`src/rtl/bbpd_pkg.sv`:
```
package bbpd_pkg;
  typedef enum logic [1:0] {
    DEC_HOLD  = 2'b00,
    DEC_LATE  = 2'b01,
    DEC_EARLY = 2'b10
  } pd_dec_e;
endpackage

```
`src/rtl/bbpd_decide.sv`:
```
module bbpd_decide
  import bbpd_pkg::*;
(
  input  logic    have_prev,
  input  logic    prev_bit,
  input  logic    centre,
  input  logic    edge_s,
  output pd_dec_e decision
);
  logic moved;
  assign moved = have_prev && (prev_bit != centre);

  always_comb begin
    decision = DEC_HOLD;
    if (moved) begin
      if (edge_s == centre) decision = DEC_LATE;
      else                  decision = DEC_EARLY;
    end
  end
endmodule

```
`src/rtl/bbpd_tally.sv`:
```
module bbpd_tally #(
  parameter int CNT_W = 6
) (
  input  logic             clk,
  input  logic             rst,
  input  logic             inc,
  input  logic             dec,
  output logic [CNT_W-1:0] count
);
  localparam logic [CNT_W-1:0] TOP = {1'b0, {(CNT_W-1){1'b1}}};
  localparam logic [CNT_W-1:0] BOT = {1'b1, {(CNT_W-1){1'b0}}};
  localparam logic [CNT_W-1:0] ONE = {{(CNT_W-1){1'b0}}, 1'b1};

  always_ff @(posedge clk) begin
    if (rst)                      count <= '0;
    else if (inc && count != TOP) count <= count + ONE;
    else if (dec && count != BOT) count <= count - ONE;
  end
endmodule

```
`src/rtl/bbpd_core.sv`:
```
module bbpd_core
  import bbpd_pkg::*;
#(
  parameter int CNT_W     = 6,
  parameter bit HAS_TALLY = 1'b1
) (
  input  logic             clk,
  input  logic             rst,
  input  logic             smp_valid,
  input  logic             smp_centre,
  input  logic             smp_edge,
  output logic             ret_valid,
  output logic             ret_bit,
  output logic             pump_up,
  output logic             pump_dn,
  output logic [CNT_W-1:0] net_count
);
  logic    prev_q;
  logic    have_q;
  pd_dec_e dec_w;
  logic    late_w;
  logic    early_w;

  bbpd_decide u_decide (
    .have_prev (have_q),
    .prev_bit  (prev_q),
    .centre    (smp_centre),
    .edge_s    (smp_edge),
    .decision  (dec_w)
  );

  assign late_w  = smp_valid && (dec_w == DEC_LATE);
  assign early_w = smp_valid && (dec_w == DEC_EARLY);

  always_ff @(posedge clk) begin
    if (rst) begin
      prev_q    <= 1'b0;
      have_q    <= 1'b0;
      ret_valid <= 1'b0;
      ret_bit   <= 1'b0;
      pump_up   <= 1'b0;
      pump_dn   <= 1'b0;
    end else begin
      ret_valid <= smp_valid;
      pump_up   <= late_w;
      pump_dn   <= early_w;
      if (smp_valid) begin
        ret_bit <= smp_centre;
        prev_q  <= smp_centre;
        have_q  <= 1'b1;
      end
    end
  end

  generate
    if (HAS_TALLY) begin : g_tally
      bbpd_tally #(.CNT_W(CNT_W)) u_tally (
        .clk   (clk),
        .rst   (rst),
        .inc   (late_w),
        .dec   (early_w),
        .count (net_count)
      );
    end else begin : g_no_tally
      assign net_count = '0;
    end
  endgenerate
endmodule

```
`config.mk`:
```
export PLATFORM = sky130hd
export DESIGN_NAME = bbpd_core
export DESIGN_NICKNAME = d
export VERILOG_FILES = /design/src/rtl/bbpd_pkg.sv /design/src/rtl/bbpd_decide.sv /design/src/rtl/bbpd_tally.sv /design/src/rtl/bbpd_core.sv
export SDC_FILE = /design/constraint.sdc
export NUM_CORES = 1
export LEC_CHECK = 0
export CORE_UTILIZATION = 42
export DETAILED_ROUTE_END_ITERATION = 8
export PLACE_DENSITY = 0.77
export SLEW_MARGIN = 20
export SYNTH_ARGS = -nofsm -noshare
export SYNTH_HDL_FRONTEND = slang
export SYNTH_HIERARCHICAL = 1
export SYNTH_SLANG_ARGS = --single-unit
```
`constraint.sdc`:
```
create_clock -name clk -period 3.2 [get_ports clk]
set_input_delay 0.96 -clock clk [delete_from_list [all_inputs] [get_ports clk]]
set_output_delay 0.96 -clock clk [all_outputs]
set_load 0.005 [all_outputs]
```
==> run summary <==
Run status - finished, final reports clean
Post-synthesis sequential area ratio - 34.8%
Post-Synthesis Cells - 64
H-tree levels - 1
Peak supply drop - 240 uV
Setup TNS Final - 0 ps
CTS Buf Count - 3
Fill cell count - 117
Area of the multi-input gates - 430 sq um
Reg-to-reg critical path startpoint - prev_q$_SDFFE_PP0P_
Crit Path Category - in2reg
Die Wd - 40.8 microns
ANT nets after route - 0
Area grow syn2layout - 43.5%
Max FO, Critical Path - 5
Post-Layout Inst Area - 908 sq um
Via density - 5.25
Worst-Skew Late Latency - 260 ps
Antenna violations before repair - 0
Clk_skew - 2.82 ps
Critical-path cell list - dlygate4sd2_1, nand2b_1, o21ai_1, and3b_2, o21ai_2, ha_1, a211oi_2, o21bai_1, a21oi_1, mux2i_1, mux2_1
CORE AREA - 1350 sq um
Max Root-Sink Buffers - 2
Crit path DAT - 3240 ps
First-pass DRT Iterations - 4
Register Area - 220 sq um
Detailed Route Iter0 Violations - 5
Final wirelength - 1270 microns
WP buf/inv - 1
Die H - 40.8 microns
Root buf cell - clkbuf_4
Netlist cell types - 24
Top achievable clock speed - 0.323 GHz
Total track usage - 19.4%
Vias in the first global route - 512
Die Area - 1670 sq um
Min cycle time layout - 3090 ps
Startpoint type of the worst setup path - input pin
Post-Syn Nets - 74
Setup violations, final - 0
Gr ovfl total - 0
Cell Area, Synth - 633 sq um
Num rows - 13
PwrDens - 362 nW/um^2
Via count - 562
Crit path largest cell delay - 330 ps
Clk slew on worst S/H paths - 70 ps
Hold path start - have_q$_SDFFE_PP0P_
Power Total - 329 uW
First-pass GRT wire length - 2080 microns
Drt drc - 0
Syn. warnings - 6
Least-Margin Pin Slew - 408 ps
Placed Area - 867 sq um
CTS tree - built
Ports - 15
CP Capture Type - flop
Required time worst endpoint - 3350 ps
Fraction of layout cells with a size suffix above 1 - 21.7%
RD Place Congestion - 0.781
Part of the cycle the worst path needs - 96.6%
Crit path max-delay family - compound AO/OA/AOI/OAI gates
Count of final hold-check violations - 0
DP HPWL - 966 microns
Initial core utilization - 46.9%
Worst slew margin - 72.7%
N_diodes - 0
Number of port buffers - 14
Number of max-cap violations - 0
CTS sink count - 11
Worst path slowest cell - mux2_1
Yosys reg bits - 11
Hold WC Path Type - reg2reg
RSZ-0062 raised after global routing - no
Max Slew Vio Count - 0
Post-CTS Hold Fix Bufs - 0
Mean post-synth cell area - 9.89 sq um
Leak Pwr - 0.381 nW
Largest net degree at the start of global routing - 11
Post-layout net count - 103
Routed WL per cell - 11.9 microns
Critical Path Start - smp_centre
[synth_stat cells]
master / n / area share [%]
nor2_1: 8 / 4.7
ha_1: 4 / 7.9
a21oi_1: 4 / 3.2
o21ai_0: 1 / 0.79
nand4b_1: 2 / 2.8
or4b_1: 1 / 1.6
xnor2_1: 4 / 5.5
o31ai_2: 2 / 4.0
a21o_1: 2 / 2.4
o21bai_1: 1 / 1.2
fa_1: 1 / 3.2
nand2b_1: 2 / 2.0
mux2i_1: 4 / 6.3
nand4bb_1: 1 / 1.8
a211oi_1: 2 / 2.4
nand2_1: 4 / 2.4
nand3_1: 1 / 0.79
nor2b_1: 1 / 0.99
dfxtp_1: 11 / 35
o21ai_1: 2 / 1.6
nor2b_4: 1 / 2.2
mux2_1: 1 / 1.8
and3b_2: 2 / 3.2
and3b_1: 2 / 2.8
[layer usage]
metal  share of wire [%]  up-vias  track usage, %
li1                    -      289               -
met1                  45      254            22.0
met2                  49       17            34.0
met3                 5.0        2            3.26
met4                0.95        0            10.0
met5                   0        -               0
[power breakdown]
part	leakage (nW)	switching [mW]	total (mW)	internal (mW)
sequential	0.0899	0.00942	0.154	0.144
clock	0.0150	0.0420	0.0901	0.0481
combinational	0.276	0.0342	0.0849	0.0507
total	0.381	0.0856	0.329	0.243
[area by class of cell]
type	count	area share, %
sequential	11	24.2
timing repair buffer	24	23.4
tap	15	2.07
clock buffer	4	2.89
multi-input combinational	53	47.4
[worst paths after layout]
kind	endpoint	depth (start not counted)	slack (ps)
max	g_tally.u_tally/count[5]$_SDFFE_PP0P_	11	110
min	have_q$_SDFFE_PP0P_	2	520
max reg2reg	g_tally.u_tally/count[5]$_SDFFE_PP0P_	10	720
min reg2reg	have_q$_SDFFE_PP0P_	2	520
[logic make-up (layout without fill, tap and decap cells)]
kind of cell               Yosys count  count (layout)  share of synthesized area [%]
and+or+nand+nor                     25              25                           25.1
AOI/OAI and AO/OA                   14              14                           15.4
DFF                                 11              11                           34.8
adders and majority gates            5               5                           11.1
muxes                                5               5                           8.10
xor gates and xnor gates             4               4                           5.53
buffers and inverters                0              28                              0
[layout by cell type, fill, tap and decap left out, drive strengths merged]
master / count
nor2: 8
o21bai: 1
buf: 10
nand2b: 2
a21o: 2
nor2b: 2
mux2: 1
clkdlybuf4s50: 12
xnor2: 4
or4b: 1
nand4bb: 1
fa: 1
o31ai: 2
a21oi: 4
nand4b: 2
o21ai: 3
nand3: 1
nand2: 4
dlygate4sd2: 2
mux2i: 4
and3b: 4
clkbuf: 4
a211oi: 2
ha: 4
dfxtp: 11
[state kept, by name, summed over array words and instances, names as in the netlist]
name	flops
have_q	1
ret_valid	1
g_tally.u_tally/count	6
pump_dn	1
prev_q	1
pump_up	1
[worst reg2reg max path, stage by stage (launching register included)]
cell and delay, ps:
dfxtp_1 370, nand2_1 120, o31ai_4 230, and3b_2 230
o21ai_2 80, ha_1 310, a211oi_2 210, o21bai_1 100
a21oi_1 160, mux2i_1 220, mux2_1 330
[per-stage QoR]
step	worst slack, ps	cells	hold slack [ps]	util (%)
after global routing	0.0979	107	542	67.3
after global placement	-466	103	501	64.2
final	108	107	517	67.3
after CTS	55.9	107	521	66.9
after floorplan	18.7	64	480	-
after detailed placement	-503	103	510	64.2
[timing repair]
action	in CTS	in global routing
buffers inserted	0	0
gates resized for setup	4	1
setup endpoints to repair	2	1
pin swaps	0	1
No activity file was read; power rests on OpenSTA's default activity.
